===== src/rtl/csum_pkg.sv =====
package csum_pkg;

    localparam int WORD_W     = 14;
    localparam int ADDR_W     = 14;
    localparam int SUM_W      = 16;
    localparam int ID_CNT     = 4;
    localparam int NIB_W      = 4;
    localparam int CP_POS     = 7;
    localparam int ADDR_LIMIT = 'h3FF;
    localparam int CFG_KEEP   = 'h01FF;

    typedef enum logic {
        PROT_OFF = 1'b0,
        PROT_ON  = 1'b1
    } prot_e;

    typedef struct packed {
        logic take;
        logic accept;
    } gate_t;

    function automatic prot_e prot_from_bit(input logic cp_bit);
        return cp_bit ? PROT_OFF : PROT_ON;
    endfunction

endpackage


===== src/rtl/csum_gate.sv =====
module csum_gate #(
    parameter int ADDR_W     = csum_pkg::ADDR_W,
    parameter int ADDR_LIMIT = csum_pkg::ADDR_LIMIT
) (
    input  logic              start,
    input  logic              wvalid,
    input  logic              wlast,
    input  logic [ADDR_W-1:0] waddr,
    output csum_pkg::gate_t   gate
);
    localparam logic [ADDR_W-1:0] LIMIT_V = ADDR_W'(ADDR_LIMIT);

    logic beat_ok;
    logic in_range;

    always_comb begin
        beat_ok     = wvalid && !start;
        in_range    = (waddr < LIMIT_V);
        gate.take   = beat_ok && in_range;
        gate.accept = beat_ok && wlast;
    end
endmodule


===== src/rtl/csum_accum.sv =====
module csum_accum #(
    parameter int WORD_W = csum_pkg::WORD_W,
    parameter int SUM_W  = csum_pkg::SUM_W
) (
    input  logic              clk,
    input  logic              rst,
    input  logic              clr,
    input  logic              take,
    input  logic [WORD_W-1:0] data,
    output logic [SUM_W-1:0]  acc_q,
    output logic [SUM_W-1:0]  acc_next
);
    always_comb begin
        if (clr)
            acc_next = '0;
        else if (take)
            acc_next = acc_q + SUM_W'(data);
        else
            acc_next = acc_q;
    end

    always_ff @(posedge clk) begin
        if (rst)
            acc_q <= '0;
        else
            acc_q <= acc_next;
    end
endmodule


===== src/rtl/csum_final.sv =====
module csum_final #(
    parameter int WORD_W   = csum_pkg::WORD_W,
    parameter int SUM_W    = csum_pkg::SUM_W,
    parameter int ID_CNT   = csum_pkg::ID_CNT,
    parameter int NIB_W    = csum_pkg::NIB_W,
    parameter int CP_POS   = csum_pkg::CP_POS,
    parameter int CFG_KEEP = csum_pkg::CFG_KEEP
) (
    input  logic                     clk,
    input  logic                     rst,
    input  logic                     accept,
    input  logic [SUM_W-1:0]         acc_next,
    input  logic [WORD_W-1:0]        cfg_word,
    input  logic [ID_CNT*WORD_W-1:0] id_words,
    output logic [SUM_W-1:0]         checksum,
    output logic                     done
);
    import csum_pkg::*;

    localparam logic [SUM_W-1:0] KEEP_V = SUM_W'(CFG_KEEP);

    logic [SUM_W-1:0] id_pack;
    logic [SUM_W-1:0] cfg_term;
    logic [SUM_W-1:0] result;
    prot_e            mode;

    for (genvar k = 0; k < ID_CNT; k++) begin : g_pack
        assign id_pack[SUM_W-1-k*NIB_W -: NIB_W] = id_words[k*WORD_W +: NIB_W];
    end

    always_comb begin
        cfg_term = SUM_W'(cfg_word) & KEEP_V;
        mode     = prot_from_bit(cfg_word[CP_POS]);
        case (mode)
            PROT_ON: result = cfg_term + id_pack;
            default: result = acc_next + cfg_term;
        endcase
    end

    always_ff @(posedge clk) begin
        if (rst) begin
            checksum <= '0;
            done     <= 1'b0;
        end else begin
            done <= accept;
            if (accept)
                checksum <= result;
        end
    end
endmodule


===== src/rtl/checksum_engine.sv =====
module checksum_engine #(
    parameter int WORD_W     = csum_pkg::WORD_W,
    parameter int ADDR_W     = csum_pkg::ADDR_W,
    parameter int SUM_W      = csum_pkg::SUM_W,
    parameter int ID_CNT     = csum_pkg::ID_CNT,
    parameter int NIB_W      = csum_pkg::NIB_W,
    parameter int CP_POS     = csum_pkg::CP_POS,
    parameter int ADDR_LIMIT = csum_pkg::ADDR_LIMIT,
    parameter int CFG_KEEP   = csum_pkg::CFG_KEEP
) (
    input  logic                     clk,
    input  logic                     rst,
    input  logic                     start,
    input  logic                     wvalid,
    input  logic [ADDR_W-1:0]        waddr,
    input  logic [WORD_W-1:0]        wdata,
    input  logic                     wlast,
    input  logic [WORD_W-1:0]        cfg_word,
    input  logic [ID_CNT*WORD_W-1:0] id_words,
    output logic [SUM_W-1:0]         checksum,
    output logic                     done
);
    csum_pkg::gate_t  gate;
    logic [SUM_W-1:0] acc_q;
    logic [SUM_W-1:0] acc_next;

    csum_gate #(
        .ADDR_W     (ADDR_W),
        .ADDR_LIMIT (ADDR_LIMIT)
    ) u_gate (
        .start  (start),
        .wvalid (wvalid),
        .wlast  (wlast),
        .waddr  (waddr),
        .gate   (gate)
    );

    csum_accum #(
        .WORD_W (WORD_W),
        .SUM_W  (SUM_W)
    ) u_accum (
        .clk      (clk),
        .rst      (rst),
        .clr      (start),
        .take     (gate.take),
        .data     (wdata),
        .acc_q    (acc_q),
        .acc_next (acc_next)
    );

    csum_final #(
        .WORD_W   (WORD_W),
        .SUM_W    (SUM_W),
        .ID_CNT   (ID_CNT),
        .NIB_W    (NIB_W),
        .CP_POS   (CP_POS),
        .CFG_KEEP (CFG_KEEP)
    ) u_final (
        .clk      (clk),
        .rst      (rst),
        .accept   (gate.accept),
        .acc_next (acc_next),
        .cfg_word (cfg_word),
        .id_words (id_words),
        .checksum (checksum),
        .done     (done)
    );
endmodule


===== config.mk =====
export PLATFORM = sky130hd
export DESIGN_NAME = checksum_engine
export DESIGN_NICKNAME = d
export VERILOG_FILES = /design/src/rtl/csum_pkg.sv /design/src/rtl/csum_gate.sv /design/src/rtl/csum_accum.sv /design/src/rtl/csum_final.sv /design/src/rtl/checksum_engine.sv
export SDC_FILE = /design/constraint.sdc
export NUM_CORES = 1
export LEC_CHECK = 0
export ABC_AREA = 1
export BUFFER_PORTS_ARGS = -buffer_cell sky130_fd_sc_hd__buf_2
export CORE_UTILIZATION = 37
export DETAILED_ROUTE_END_ITERATION = 10
export PLACE_DENSITY = 0.69
export SLEW_MARGIN = 40
export SYNTH_ARGS = -nofsm -noshare
export SYNTH_HDL_FRONTEND = slang
export SYNTH_SLANG_ARGS = --single-unit

===== constraint.sdc =====
create_clock -name clk -period 4.1 [get_ports clk]
set_input_delay 0.615 -clock clk [delete_from_list [all_inputs] [get_ports clk]]
set_output_delay 0.615 -clock clk [all_outputs]
set_load 0.01 [all_outputs]

# Word-level counts from Yosys, hierarchy flattened
# Index checks and enable logic that the tools add are counted.
dict set report totals {
  reg_bits 33
  out_inout_bits 17
  word_cells 14
}
dict set report classes {
  addsub 3
  magnitude_cmp 1
  muxes 3
  n_reduce_logical 4
}
# op count
set op_table {}
lappend op_table {{$mux 16} 3}
lappend op_table {{$add 16x14->16} 1}
lappend op_table {{$add 16x9->16} 1}
lappend op_table {{$add 9x16->16} 1}
lappend op_table {{$lt 14x10->1 const B} 1}
lappend op_table {{$logic_and 1x1->1} 3}
lappend op_table {{$logic_not 1->1} 1}

# Logic depth before layout (Yosys ltp)
dict set report depth {
  depth_word 7
  ltp_mapped 26
}

# Cells and area by module
# Synthesis repeated with hierarchy kept, for this count alone.
dict set report hier_totals {
  hier_cells 558
  hier_area_um2 3234.4
}
# mod n_inst cells_per_inst area_each_um2 seq_area_each_um2
set modules_own_cells {}
lappend modules_own_cells {csum_accum 1 280 1612.8 320.3}
lappend modules_own_cells {csum_final 1 259 1544.0 340.3}
lappend modules_own_cells {csum_gate 1 19 77.6 0.0}

# Worst setup path before layout
# No wires, ideal clock.
dict set report synth_timing {
  path_type {in2reg}
  from {in wdata[0]}
  to {reg u_final.checksum[13]}
  arrival_ps 3241
  required_time_ps 3991
  slack_ps 750
  path_stages 25
  n_path_buf 0
  path_cell_list {ha_1 inv_1 fa_1 inv_1 nand2_1 nand3_1 inv_1 or2_2 nand3_1 o211ai_1 o21ai_0 ha_1 nand2_1 o21a_1 nand2_1 nand2_1 nand3b_1 nand3_2 nand2_2 nor2_4 nand2_1 nand2_1 nand3_1 nand2_1 inv_1}
}
dict set report synth_via {
  elab_chain_cells 5
}
# item line
set synth_rtl {}
lappend synth_rtl {{start: declaration} checksum_engine.sv:16} ;# input logic [WORD_W-1:0] wdata,
lappend synth_rtl {{$add 16x14->16} csum_accum.sv:17} ;# acc_next = acc_q + SUM_W'(data);
lappend synth_rtl {{$mux 16} csum_accum.sv:16} ;# else if (take)
lappend synth_rtl {{$mux 16} csum_accum.sv:14} ;# if (clr)
lappend synth_rtl {{$add 16x9->16} csum_final.sv:36} ;# default: result = acc_next + cfg_term;
lappend synth_rtl {{$mux 16} csum_final.sv:34} ;# case (mode)
lappend synth_rtl {{end signal: assignment} csum_final.sv:47} ;# checksum <= result;
lappend synth_rtl {{end: declaration} csum_final.sv:15} ;# output logic [SUM_W-1:0] checksum,
# No other way between the ends.
# A chain may end at the register's enable or synchronous reset.

# Worst setup path after layout
dict set report layout_timing {
  from {in wdata[0]}
  to {reg u_final.checksum[14]}
}
# The elaborated chain is that of the path after synthesis.

==> results by group <==
Placed design
  – I/O Buffers: 74
  – GPL Wtd Cong: 0.829
  – Detailed placement HPWL: 5900 um

Yosys
  – Top cells by area, synth: dfxtp_1 (22%), nand2_1 (18%), ha_1 (9.3%), inv_1 (8.4%), nand3_1 (7.3%)
  – Post-synth EDFFs: 0
  – Mapped Cells: 480
  – Mapped Area: 2940 sq um
  – Net Count, Synth: 607
  – Post-synthesis cell type with the largest combined area: dfxtp_1
  – Asr flop ratio synth: 0%
  – Unique masters post-synth: 36
  – Seq/Total Area, Yosys: 22.4%
  – Synthesized flop and latch total: 33
  – Syn avg cell area: 6.13 sq um
  – Ys Warns: 0
  – Top FF cell, synth: dfxtp_1
  – Top cell type's share of synthesized area: 22.4%

STA
  – Final worst-path cycle share: 88.5%
  – Worst clock skew: 4.48 ps
  – Max Freq: 0.276 GHz
  – Worst-Margin Slew: 550 ps
  – RSZ-0062 raised after global routing: false
  – Max-Slew Margin vs Limit: 63.3%
  – Slew Viols, Final: 0
  – Crit path time final: 3630 ps
  – Setup violators final: 0
  – Post-route setup TNS: 0 ps
  – Hold Fails Final Rpt: 0

Critical path
  – FF-to-FF path depth: 22
  – CP endpoint kind: flop
  – R2R Setup Slk: 560 ps
  – Kind of start point of the critical path: primary input
  – Kind of critical path: in -> reg
  – CP required: 4280 ps
  – WP data arrival: 3810 ps
  – Crit Path Max Fanout: 6
  – Worst r2r dst: u_final.checksum[14]$_SDFFE_PP0P_
  – Worst R2R Start: u_accum.acc_q[0]$_SDFF_PP0_

Worst hold path
  – Class of the worst hold path: reg -> reg
  – HP Start: u_final.checksum[0]$_SDFFE_PP0P_
  – Endpoint of the worst hold path: u_final.checksum[0]$_SDFFE_PP0P_
  – Hold path cells: 2

Final layout
  – Layout area overhead: 18.4%
  – Final #Nets: 678
  – Number of diodes: 0
  – Final Util: 45.1%
  – Most frequent cells in the layout: nand2_1 (141), buf_2 (74), inv_1 (66)
  – # fillers: 810
  – Commonest non-fill, non-tap cell in the layout: nand2_1
  – Share of layout cells above drive strength 1: 19.4%

Global routing
  – GR Util All Layers: 17.6%
  – Initial antenna violation count: 0
  – Vias in the first global route: 2791
  – Wire length of the first global-routing pass: 12200 um
  – Global route total overflow: 0
  – Largest net degree at the start of global routing: 28

Die
  – Core area: 7730 sq um
  – Die Span X: 91.2 um
  – Die ar.: 8320 sq um
  – Die Ht: 91.2 um
  – IO Count: 120
  – Row count: 32
  – Initial Utilization: 38.1%

Routing
  – Routed Wire Length: 7240 um
  – Vias per cell: 4.71
  – 1st-pass router iterations: 5
  – Wire length per cell: 11.1 um
  – Drt drc: 0
  – Total number of vias: 3074
  – 1st-iter DRT viols: 168
  – Antenna-violating nets left: 0

Power
  – Max IR drop VDD: 0.000178 V
  – Leakage: 1.88 nW
  – Pwr dens: 215 nW/um^2
  – Tot Pwr: 750 uW

CTS
  – Post-CTS setup buffers: 0
  – CTS Buf Count: 5
  – Latest clock arrival within the worst-skew pair: 280 ps
  – Root Buffer: clkbuf_8
  – Post_cts resized: 0
  – Max clock buf depth: 2
  – Hold buffer count at CTS: 0
  – H-tree levels: 2
  – Clock Sinks: 33
  – CTS tree: done
  – Register clock-pin slew on the reported worst setup and hold paths: 60 ps

Run
  – Max-capacitance violation count: 0

Run status
  – Status: completed
## report_power, final
part | switching, mW | total (mW) | internal [mW]
clock network | 0.107 | 0.239 | 0.133
registers | 0.00407 | 0.334 | 0.330
logic | 0.104 | 0.177 | 0.0724
## layer usage
| metal | track usage (%) | vias to the layer above | part of all wire [%] |
|---|---|---|---|
| li1 | - | 1680 | - |
| met1 | 24.2 | 1320 | 50 |
| met2 | 29.0 | 68 | 44 |
| met3 | 2.09 | 6 | 4.7 |
| met4 | 4.76 | 0 | 0.98 |
| met5 | 0 | - | 0 |
## state kept, by name, indices dropped and copies added (netlist names)
name,cells
u_final.done,1
u_final.checksum,16
u_accum.acc_q,16
## logic make-up after synthesis
family | after synthesis | synth area share [%]
adder cells (fa/ha/maj) | 24 | 10.7
flip-flops | 33 | 22.4
XOR/XNOR | 9 | 2.68
AND/OR/NAND/NOR | 268 | 40.1
buffers and inverters | 80 | 10.6
AO/OA/AOI/OAI | 66 | 13.4
## how the worst max path moves through the flow
stage	start	to	cells past startpoint
2_1_floorplan	wdata[0]	u_final.checksum[13]$_SDFFE_PP0P_	25
3_3_place_gp	wdata[0]	u_final.checksum[14]$_SDFFE_PP0P_	23
3_5_place_dp	wdata[0]	u_final.checksum[14]$_SDFFE_PP0P_	23
4_1_cts	wdata[0]	u_final.checksum[14]$_SDFFE_PP0P_	23
5_1_grt	wdata[0]	u_final.checksum[14]$_SDFFE_PP0P_	23
6_report	wdata[0]	u_final.checksum[14]$_SDFFE_PP0P_	23
## cells in the mapped netlist, types with 3 or more instances
library cell	number
or2_2	3
o21ai_0	20
o21a_1	4
o21bai_1	4
xnor2_1	5
a21oi_1	21
nor2_1	53
ha_1	22
nand3_1	43
o211ai_1	8
nand2_2	6
nand3_2	6
inv_1	66
nand2_1	141
dfxtp_1	33
xor2_1	4
clkbuf_1	7
nand4_1	7
## metrics by stage
stage	cell area, sq um	worst slack [ps]	cells	hold WS [ps]
finish	3480	473	653	464
CTS	3480	497	653	463
global route	3480	163	653	481
global placement	3400	284	646	452
floorplan	2940	750	480	490
detailed placement	3400	227	646	454
## cell type report
type | count | area, sq um | area share, %
timing repair buffer | 75 | 378 | 10.8
clock buffer | 7 | 86.3 | 2.48
inverter | 69 | 262 | 7.50
tap | 102 | 128 | 3.66
multi-input combinational | 367 | 1970 | 56.6
sequential | 33 | 661 | 19.0
## critical path, cell delays in order
cell	delay, ps
buf_2	80
ha_1	160
inv_1	60
fa_1	390
inv_1	130
nand3_1	100
nand3_1	160
xnor2_1	150
nand2_1	70
o211ai_1	110
o21ai_0	120
ha_1	410
nand4_1	110
o211ai_1	250
nand2_1	100
o211ai_2	190
nand2_1	110
nand2_1	120
nand3_1	90
nand2_1	60
nand3_1	80
nand2_1	90
inv_1	40
No activity file was read; power rests on OpenSTA's default activity.
